`config.mk`:
```
export PLATFORM = sky130hd
export DESIGN_NAME = spec_wr_cache
export DESIGN_NICKNAME = d
export VERILOG_FILES = /design/src/rtl/spec_wr_cache_pkg.sv /design/src/rtl/swc_data_array.sv /design/src/rtl/swc_tag_array.sv /design/src/rtl/swc_wport_arb.sv /design/src/rtl/spec_wr_cache.sv
export SDC_FILE = /design/constraint.sdc
export NUM_CORES = 1
export LEC_CHECK = 0
export BUFFER_PORTS_ARGS = -buffer_cell sky130_fd_sc_hd__buf_2
export CORE_MARGIN = 2
export CORE_UTILIZATION = 40
export DETAILED_ROUTE_END_ITERATION = 6
export PLACE_DENSITY = 0.6
export SYNTH_ARGS = -nofsm -noshare
export SYNTH_HDL_FRONTEND = slang
export SYNTH_HIERARCHICAL = 1
export SYNTH_SLANG_ARGS = --single-unit
```
`constraint.sdc`:
```
create_clock -name clk -period 6.5 [get_ports clk]
set_input_delay 0.325 -clock clk [delete_from_list [all_inputs] [get_ports clk]]
set_output_delay 0.325 -clock clk [all_outputs]
set_load 0.01 [all_outputs]
```
`src/rtl/spec_wr_cache_pkg.sv`:
```
package spec_wr_cache_pkg;

    // Which client owns the single data-array write port in a cycle.
    typedef enum logic [1:0] {
        WP_IDLE    = 2'd0,
        WP_STORE   = 2'd1,
        WP_FILL    = 2'd2,
        WP_RESTORE = 2'd3
    } wport_src_e;

endpackage

```
`src/rtl/swc_data_array.sv`:
```
// One word per slot. Combinational read port, one synchronous write port.
// A read and a write to the same slot in the same cycle return the old word.
module swc_data_array #(
    parameter int IDX_W  = 4,
    parameter int DATA_W = 32
) (
    input  logic              clk,
    input  logic              rst_n,
    input  logic              we,
    input  logic [IDX_W-1:0]  waddr,
    input  logic [DATA_W-1:0] wdata,
    input  logic [IDX_W-1:0]  raddr,
    output logic [DATA_W-1:0] rdata
);
    localparam int DEPTH = 1 << IDX_W;

    logic [DATA_W-1:0] mem_q [DEPTH];

    assign rdata = mem_q[raddr];

    always_ff @(posedge clk or negedge rst_n) begin
        if (!rst_n) begin
            for (int i = 0; i < DEPTH; i++) mem_q[i] <= '0;
        end else if (we) begin
            mem_q[waddr] <= wdata;
        end
    end
endmodule

```
`src/rtl/swc_tag_array.sv`:
```
// Valid bits and tags, with a combinational lookup port and one write port.
module swc_tag_array #(
    parameter int IDX_W = 4,
    parameter int TAG_W = 8
) (
    input  logic             clk,
    input  logic             rst_n,
    input  logic             we,
    input  logic [IDX_W-1:0] widx,
    input  logic [TAG_W-1:0] wtag,
    input  logic [IDX_W-1:0] ridx,
    output logic             rvalid,
    output logic [TAG_W-1:0] rtag
);
    localparam int DEPTH = 1 << IDX_W;

    logic [DEPTH-1:0] valid_q;
    logic [TAG_W-1:0] tag_q [DEPTH];

    assign rvalid = valid_q[ridx];
    assign rtag   = tag_q[ridx];

    always_ff @(posedge clk or negedge rst_n) begin
        if (!rst_n) begin
            valid_q <= '0;
            for (int i = 0; i < DEPTH; i++) tag_q[i] <= '0;
        end else if (we) begin
            valid_q[widx] <= 1'b1;
            tag_q[widx]   <= wtag;
        end
    end
endmodule

```
`src/rtl/swc_wport_arb.sv`:
```
// Picks the owner of the data-array write port.
// Priority: restore, then fill, then speculative store.
module swc_wport_arb
    import spec_wr_cache_pkg::*;
#(
    parameter int IDX_W  = 4,
    parameter int DATA_W = 32
) (
    input  logic              restore_en,
    input  logic [IDX_W-1:0]  restore_idx,
    input  logic [DATA_W-1:0] restore_data,
    input  logic              fill_en,
    input  logic [IDX_W-1:0]  fill_idx,
    input  logic [DATA_W-1:0] fill_data,
    input  logic              store_en,
    input  logic [IDX_W-1:0]  store_idx,
    input  logic [DATA_W-1:0] store_data,
    output logic              we,
    output logic [IDX_W-1:0]  waddr,
    output logic [DATA_W-1:0] wdata
);
    wport_src_e src;

    always_comb begin
        if (restore_en)    src = WP_RESTORE;
        else if (fill_en)  src = WP_FILL;
        else if (store_en) src = WP_STORE;
        else               src = WP_IDLE;
    end

    always_comb begin
        we    = (src != WP_IDLE);
        waddr = '0;
        wdata = '0;
        unique case (src)
            WP_RESTORE: begin waddr = restore_idx; wdata = restore_data; end
            WP_FILL:    begin waddr = fill_idx;    wdata = fill_data;    end
            WP_STORE:   begin waddr = store_idx;   wdata = store_data;   end
            default:    ;
        endcase
    end
endmodule

```
`src/rtl/spec_wr_cache.sv`:
```
module spec_wr_cache #(
    parameter int ADDR_W = 12,
    parameter int DATA_W = 32,
    parameter int IDX_W  = 4
) (
    input  logic              clk,
    input  logic              rst_n,
    input  logic              req_valid,
    input  logic              req_write,
    input  logic [ADDR_W-1:0] req_addr,
    input  logic [DATA_W-1:0] req_wdata,
    output logic              req_ready,
    output logic              resp_valid,
    output logic              resp_hit,
    output logic [DATA_W-1:0] resp_rdata,
    output logic              miss_valid,
    output logic [ADDR_W-1:0] miss_addr,
    input  logic              fill_valid,
    input  logic [ADDR_W-1:0] fill_addr,
    input  logic [DATA_W-1:0] fill_data
);
    localparam int TAG_W = ADDR_W - IDX_W;

    // Check-stage register. The saved word is the undo copy for a store
    // and the load result for a load.
    typedef struct packed {
        logic              busy;
        logic              wr;
        logic [IDX_W-1:0]  idx;
        logic [TAG_W-1:0]  tag;
        logic [DATA_W-1:0] saved;
        logic              miss;
        logic [ADDR_W-1:0] miss_addr;
    } st_t;

    st_t st_d, st_q;

    logic              lk_valid;
    logic [TAG_W-1:0]  lk_tag;
    logic [DATA_W-1:0] arr_rdata;
    logic              arr_we;
    logic [IDX_W-1:0]  arr_waddr;
    logic [DATA_W-1:0] arr_wdata;
    logic              hit, restore, accept, fill_take, store_take;

    swc_tag_array #(.IDX_W(IDX_W), .TAG_W(TAG_W)) tags_i (
        .clk    (clk),
        .rst_n  (rst_n),
        .we     (fill_take),
        .widx   (fill_addr[IDX_W-1:0]),
        .wtag   (fill_addr[ADDR_W-1:IDX_W]),
        .ridx   (st_q.idx),
        .rvalid (lk_valid),
        .rtag   (lk_tag)
    );

    swc_data_array #(.IDX_W(IDX_W), .DATA_W(DATA_W)) data_i (
        .clk   (clk),
        .rst_n (rst_n),
        .we    (arr_we),
        .waddr (arr_waddr),
        .wdata (arr_wdata),
        .raddr (req_addr[IDX_W-1:0]),
        .rdata (arr_rdata)
    );

    swc_wport_arb #(.IDX_W(IDX_W), .DATA_W(DATA_W)) arb_i (
        .restore_en   (restore),
        .restore_idx  (st_q.idx),
        .restore_data (st_q.saved),
        .fill_en      (fill_take),
        .fill_idx     (fill_addr[IDX_W-1:0]),
        .fill_data    (fill_data),
        .store_en     (store_take),
        .store_idx    (req_addr[IDX_W-1:0]),
        .store_data   (req_wdata),
        .we           (arr_we),
        .waddr        (arr_waddr),
        .wdata        (arr_wdata)
    );

    always_comb begin
        hit        = st_q.busy && lk_valid && (lk_tag == st_q.tag);
        restore    = st_q.busy && st_q.wr && !hit;
        req_ready  = !restore && !fill_valid;
        accept     = req_valid && req_ready;
        fill_take  = fill_valid && !restore;
        store_take = accept && req_write;

        st_d           = st_q;
        st_d.busy      = accept;
        st_d.miss      = st_q.busy && !hit;
        st_d.miss_addr = {st_q.tag, st_q.idx};
        if (accept) begin
            st_d.wr    = req_write;
            st_d.idx   = req_addr[IDX_W-1:0];
            st_d.tag   = req_addr[ADDR_W-1:IDX_W];
            st_d.saved = arr_rdata;   // old word, read before this edge's write
        end
    end

    always_ff @(posedge clk or negedge rst_n) begin
        if (!rst_n) st_q <= '0;
        else        st_q <= st_d;
    end

    assign resp_valid = st_q.busy;
    assign resp_hit   = hit;
    assign resp_rdata = st_q.saved;
    assign miss_valid = st_q.miss;
    assign miss_addr  = st_q.miss_addr;
endmodule

```
; ---- Word-level counts from Yosys, hierarchy flattened
; Index checks and enable logic that the tools add are counted.
[word_totals]
register_bits = 715
latchBits = 0
ram_bits = 0
rom_bits = 0
inputBits = 93
output_inout_bits = 48
elab_cells = 95
memories = 0
[classes]
n_addsub = 0
multipliers = 0
div_mod_pow = 0
magnitude_cmp = 9
n_eq_ne = 4
n_shift = 0
mux = 21
n_bitwise = 5
reduce_logical = 16
[ops]
columns = op, n
row1 = $bwmux 512, 1
row2 = $bmux 32 s4, 1
row3 = $bwmux 128, 1
row4 = $demux 32 s4, 1
row5 = $mux 32, 3
row6 = $pmux 32 s3, 1
row7 = $bmux 8 s4, 1
row8 = $demux 8 s4, 1
row9 = $mux 8, 3
row10 = $ge 5x5->1 const B, 4
row11 = $not 4->5, 4
row12 = $or 16x16->16, 1
row13 = $logic_and 1x1->1, 12
row14 = $pmux 4 s3, 1
row15 = $lt 4x5->1 const B, 2
row16 = $lt 5x1->1 const B, 2
row17 = $eq 8x8->1, 1
row18 = $bmux 1 s4, 1
row19 = $demux 1 s4, 1
row20 = $eq 2x2->1 const B, 2
row21 = $ge 4x1->1 const B, 1
row22 = $mux 2, 2
row23 = $logic_not 1->1, 3
row24 = $mux 1, 3
row25 = 2 further kinds, 2

; ---- Depth between registers and ports, before layout
[depth]
depth_word = 23
depth_mapped = 20
mapped_depth_nobuf = 13

; ---- By module
; Netlist, hierarchy kept.
[by_module_without_submodules]
columns = mod, n_inst, cells_each, area_each_um2, seq_area_each_um2
row1 = swc_data_array, 1, 1404, 22773.1, 12812.3
row2 = swc_tag_array, 1, 406, 6540.0, 3603.5
row3 = spec_wr_cache, 1, 380, 3643.5, 1476.4
row4 = swc_wport_arb, 1, 165, 1017.2, 0.0

; ---- Worst setup path before layout
; OpenSTA, ideal clock, no wires.
[synth_timing]
kind = flip-flop to flip-flop
start = register st_q, in the netlist st_d[0]
end = register data_i/mem_q[85] (netlist name)
setup_ps = 125
arrival_time_ps = 4933
setup_slack_ps = 1442
path_stages_with_launch = 18
path_buffers = 5
synth_period_minus_slack_ps = 5058
cell_sequence = dfrtp_1 -> buf_2 -> buf_2 -> mux4_2 -> a22oi_1 -> nand2_1 -> xor2_1 -> nor4_4 -> nand3_4 -> a21boi_0 -> buf_6 -> buf_6 -> a21oi_1 -> a21oi_1 -> nand2_1 -> nor3_1 -> buf_2 -> mux2_2
[synth_lines]
columns = item, line
row1 = "start, declared", spec_wr_cache.sv:36  ; st_t st_d, st_q;
row2 = "start signal, assigned", spec_wr_cache.sv:104  ; else st_q <= st_d;
row3 = $not 4->5 (implied by the code) *, swc_tag_array.sv:21  ; assign rtag = tag_q[ridx];
row4 = $bmux 8 s4 *, swc_tag_array.sv:21
row5 = $mux 8 (implied by the code) * (2 in series), swc_tag_array.sv:21
row6 = via lk_tag[7], spec_wr_cache.sv:39  ; logic [TAG_W-1:0] lk_tag;
row7 = $eq 8x8->1 *, spec_wr_cache.sv:83  ; hit = st_q.busy && lk_valid && (lk_tag == st_q.tag);
row8 = $logic_and 1x1->1 *, spec_wr_cache.sv:83
row9 = $logic_not 1->1 *, spec_wr_cache.sv:84  ; restore = st_q.busy && st_q.wr && !hit;
row10 = $logic_and 1x1->1 *, spec_wr_cache.sv:84
row11 = [... 2 more ...], -
row12 = via fill_take, spec_wr_cache.sv:44  ; logic hit, restore, accept, fill_take, store_take;
row13 = [... 3 more ...], -
row14 = $pmux 4 s3 *, swc_wport_arb.sv:35  ; unique case (src)
row15 = via arr_waddr[2], spec_wr_cache.sv:42  ; logic [IDX_W-1:0] arr_waddr;
row16 = $not 4->5 (implied by the code) *, swc_data_array.sv:25  ; mem_q[waddr] <= wdata;
row17 = $ge 5x5->1 (implied by the code) / $lt 5x1->1 (equally long branches), swc_data_array.sv:25
row18 = $logic_and 1x1->1 (implied by the code), swc_data_array.sv:25
row19 = $mux 32 (implied by the code), swc_data_array.sv:25
row20 = $demux 32 s4 *, swc_data_array.sv:25
row21 = $bwmux 512 *, swc_data_array.sv:25
row22 = "end signal, assigned by index", swc_data_array.sv:25
row23 = "end, declared", swc_data_array.sv:17  ; logic [DATA_W-1:0] mem_q [DEPTH];
; Mark *: on every way through the listed nets, which the timed path passes. The rest lies on a longest branch. The select of a mux whose other input is x is not followed.
; A chain may end at the register's enable or synchronous reset.

; ---- Worst setup path in the final report
[layout_timing]
start = register st_q, in the netlist st_d[2]
end = register data_i/mem_q[486] (netlist name)
[layout_lines]
columns = item, line
row1 = $not 4->5 (implied by the code), swc_tag_array.sv:21
row2 = $bmux 8 s4, swc_tag_array.sv:21
row3 = $mux 8 (implied by the code) (2 in series), swc_tag_array.sv:21
row4 = via lk_tag[2], spec_wr_cache.sv:39
row5 = $eq 8x8->1, spec_wr_cache.sv:83
row6 = $logic_and 1x1->1, spec_wr_cache.sv:83
row7 = $logic_not 1->1, spec_wr_cache.sv:84
row8 = $logic_and 1x1->1, spec_wr_cache.sv:84
row9 = $logic_not 1->1, spec_wr_cache.sv:87  ; fill_take = fill_valid && !restore;
row10 = $logic_and 1x1->1, spec_wr_cache.sv:87
row11 = via fill_take, spec_wr_cache.sv:44
row12 = $mux 2, swc_wport_arb.sv:26  ; else if (fill_en) src = WP_FILL;
row13 = $mux 2, swc_wport_arb.sv:25  ; if (restore_en) src = WP_RESTORE;
row14 = $reduce_bool 2->1, swc_wport_arb.sv:32  ; we = (src != WP_IDLE);
row15 = via arr_we, spec_wr_cache.sv:41  ; logic arr_we;
; The timed path passes the listed nets, and every way through them passes these cells. The select of a mux whose other input is x is not followed.

==> flow_summary.ini <==
[global_route]
antenna_found_initial = 3
first_global_vias = 22000
met1_usage_grt_pct = 26.9
grtUsageTotal_pct = 20.3
grt_use_met2_pct = 33.7
grt_pass1_wl_mm = 135
grt_max_degree = 177
most_heavily_used_metal_layer_in_global_routing = met2
met3_usage_grt_pct = 4.20
grt.overflow.total = 0

[drt]
route.final.wire_length_mm = 86.6
detailedRoute.firstIterationViolations = 1376
drt_pass1_iterations = 5
route.vias.total = 20300
wire_per_inst_um = 24.1
route.antenna.remaining_nets = 0
viasPerCell = 5.64
drc_violations_left = 0

[critical_path]
slowest_stage = sky130_fd_sc_hd__or4_2
r2r_cells = 12
crit_path_class = reg2reg
endpoint_required_time_on_the_critical_path_ns = 7.00
critPathMaxStageDelay_ns = 1.12
critical_path.endpoint_type = flop
crit_chain = nor2b_1 -> a22oi_1 -> nand2_1 -> xor2_1 -> nor2_1 -> nand3_4 -> a21boi_4 -> buf_4 -> or3_1 -> nand2b_1 -> or4_2 -> mux2_1
timing.critical_path.arrival_ns = 6.17
cp_max_fo = 32
worstSetupStartpointType = flop

[cells_and_area]
final_layout_size_suffix_gt1_share_pct = 49.4
areaGrowthSynthToFinish_pct = 12.1
design_area_um2 = 38100
nets = 2488

[logic_synthesis]
synthTopCellsByCount = sky130_fd_sc_hd__dfrtp_1 (715), sky130_fd_sc_hd__mux2_2 (618), sky130_fd_sc_hd__mux4_2 (164)
synthesis.instances = 2355
dominantRegCellSynth = sky130_fd_sc_hd__dfrtp_1
mappedNetlistArea_um2 = 34000
yosysWarnings = 6
top_cell_type_by_total_area_after_synthesis = sky130_fd_sc_hd__dfrtp_1
synth-edff-count = 0
yosysTopAreaCellShare_pct = 52.7
synthTopCellsByArea = sky130_fd_sc_hd__dfrtp_1 (53%), sky130_fd_sc_hd__mux2_2 (20%), sky130_fd_sc_hd__mux4_2 (11%)
post_synth_num_cell_types = 45
yosys.cell_count.top_type = sky130_fd_sc_hd__dfrtp_1
ys_seq_area_share_pct = 52.7
ys_async_sr_fraction_pct = 100
synthesis.area_per_instance_um2 = 14.4
synth_nets = 2448
ys_ff_latch = 715

[timing]
timing_max_transition_violations_final = 0
clock_skew_ns = 0.0229
timing_worst_slew_pin_value_ns = 1.29
setup_viol = 0
hold_violations = 0
timing.fmax_ghz = 0.176
setup_repair_after_global_routing_missed_its_margin = false
total_negative_slack_ns = 0
fin_crit_sh_pct = 87.3
max_slew_margin_pct = 14.2
fin_crit_ns = 5.67

[clock_network]
clkSlewWorstSetupHoldPaths_ns = 0.06
cts_sink_count = 715
cts_root_buf = sky130_fd_sc_hd__clkbuf_16
cts_htree_levels = 3
clock_insertion_delay_worst_skew_ns = 0.62
ctsLongestPathBuffers = 3
inserted_clock_buffers = 79
clock_tree_from_tritoncts = done

[die]
fp.dieW_um = 295
die-area_um2 = 87300
chipHeight_um = 295
core_area_um2 = 83800
num_rows = 106
floorplan.initialDensity_pct = 40.5
top_ports = 141

[place]
placement.cell_area_um2 = 35500
dp_hpwl_mm = 52.5
gp_routability_congestion = 0.786
port_buffers = 140

[power_and_ir_drop]
power_dens_cells_nw_per_um2 = 405
max_ir_drop_vdd_mv = 0.215
power.leakage_uw = 0.0167

[outcome]
outcome = completed

[job]
maxcap_viol_count = 0

[hold_path]
timing.hold.worst.class = in2reg
worst_hold_path.num_cells = 3
[sequential cells by signal, summed over array words and instances (netlist names)]
name,cells
st_d,12
st_q,1
tags_i/tag_q,128
tags_i/valid_q,16
miss_addr,12
data_i/mem_q,512
miss_valid,1
resp_rdata,32
resp_valid,1
[power breakdown]
group / switching (uW) / internal, uW
registers: 948 / 6160
clock network: 1800 / 2670
logic: 1540 / 2290
total: 4290 / 11100
[area by class of cell]
cell class              instances  area (um^2)
inverters                      45          170
repair buffers                204         1310
clock buffers                 119         2360
clock inverters                22          236
well taps                    1134         1420
fillers                      7405        45800
multi-input cells            1350        14700
flip-flops and latches        715        17900
diodes                          1         2.50
[worst max-delay path: cells and delay by family, from the launching register on]
family / cells / cell delay, ns
AOI/OAI and AO/OA: 2 / 0.85
xor gates and xnor gates: 1 / 0.08
buffers and inverters: 1 / 0.34
DFF: 1 / 0.46
muxes: 1 / 0.52
and+or+nand+nor: 7 / 3.28
[logic make-up after synthesis]
logic type	synth area share, %
buffers and inverters	4.58
and+or+nand+nor	4.89
AOI/OAI and AO/OA	5.48
xor gates and xnor gates	0.206
DFF	52.7
muxes	32.2
[per-stage QoR]
stage                     power (uW)  instances  utilization, %  hold WS, ns  setup WS, ns
after floorplan                 9990       2355               -       0.0294          1.44
after global placement         10800       3446            42.3        0.440          1.07
after detailed placement       11000       3446            42.3        0.451         0.922
after CTS                      15600       3589            45.4    0.0000261         0.924
after global routing           16300       3589            45.4       0.0295         0.638
final                          15400       3590            45.4       0.0292         0.828
[what timing repair did]
action,CTS,global route
hold buffers,2,0
resized for setup,0,0
hold endpoints to repair,97,0
buffers inserted,0,0
[cell usage in the layout (no fill, tap or decap), drive strengths merged, types with 2 or more instances in the layout]
cell,count
nand2b,9
and2,4
clkinv,18
buf,201
nor2,17
inv,45
mux4,164
mux2,640
o221ai,44
nand3,5
nor2b,41
nor4,3
or2,13
nor3,56
or3,3
bufinv,4
nand3b,40
a21oi,119
a22oi,82
nand2,94
dlygate4sd3,2
xor2,8
dfrtp,715
clkbuf,120
[worst paths after layout]
path | endpoint | slack (ns) | start
min | st_d[6] | 0.03 | req_addr[6]
max reg2reg | data_i/mem_q[486] | 0.83 | st_d[2]
max in group asynchronous | resp_rdata[22] | 4.56 | rst_n
max | data_i/mem_q[486] | 0.83 | st_d[2]
min reg2reg | tags_i/valid_q[15] | 0.46 | tags_i/valid_q[15]
min in group asynchronous | tags_i/tag_q[86] | 0.37 | rst_n
[metal layers]
| layer | up-vias | wire (um) |
|---|---|---|
| li1 | 8699 | - |
| met1 | 10900 | 37400 |
| met2 | 478 | 42100 |
| met3 | 150 | 4870 |
| met4 | 0 | 2150 |
| met5 | - | 0 |
(Power assumes the default switching activity.)
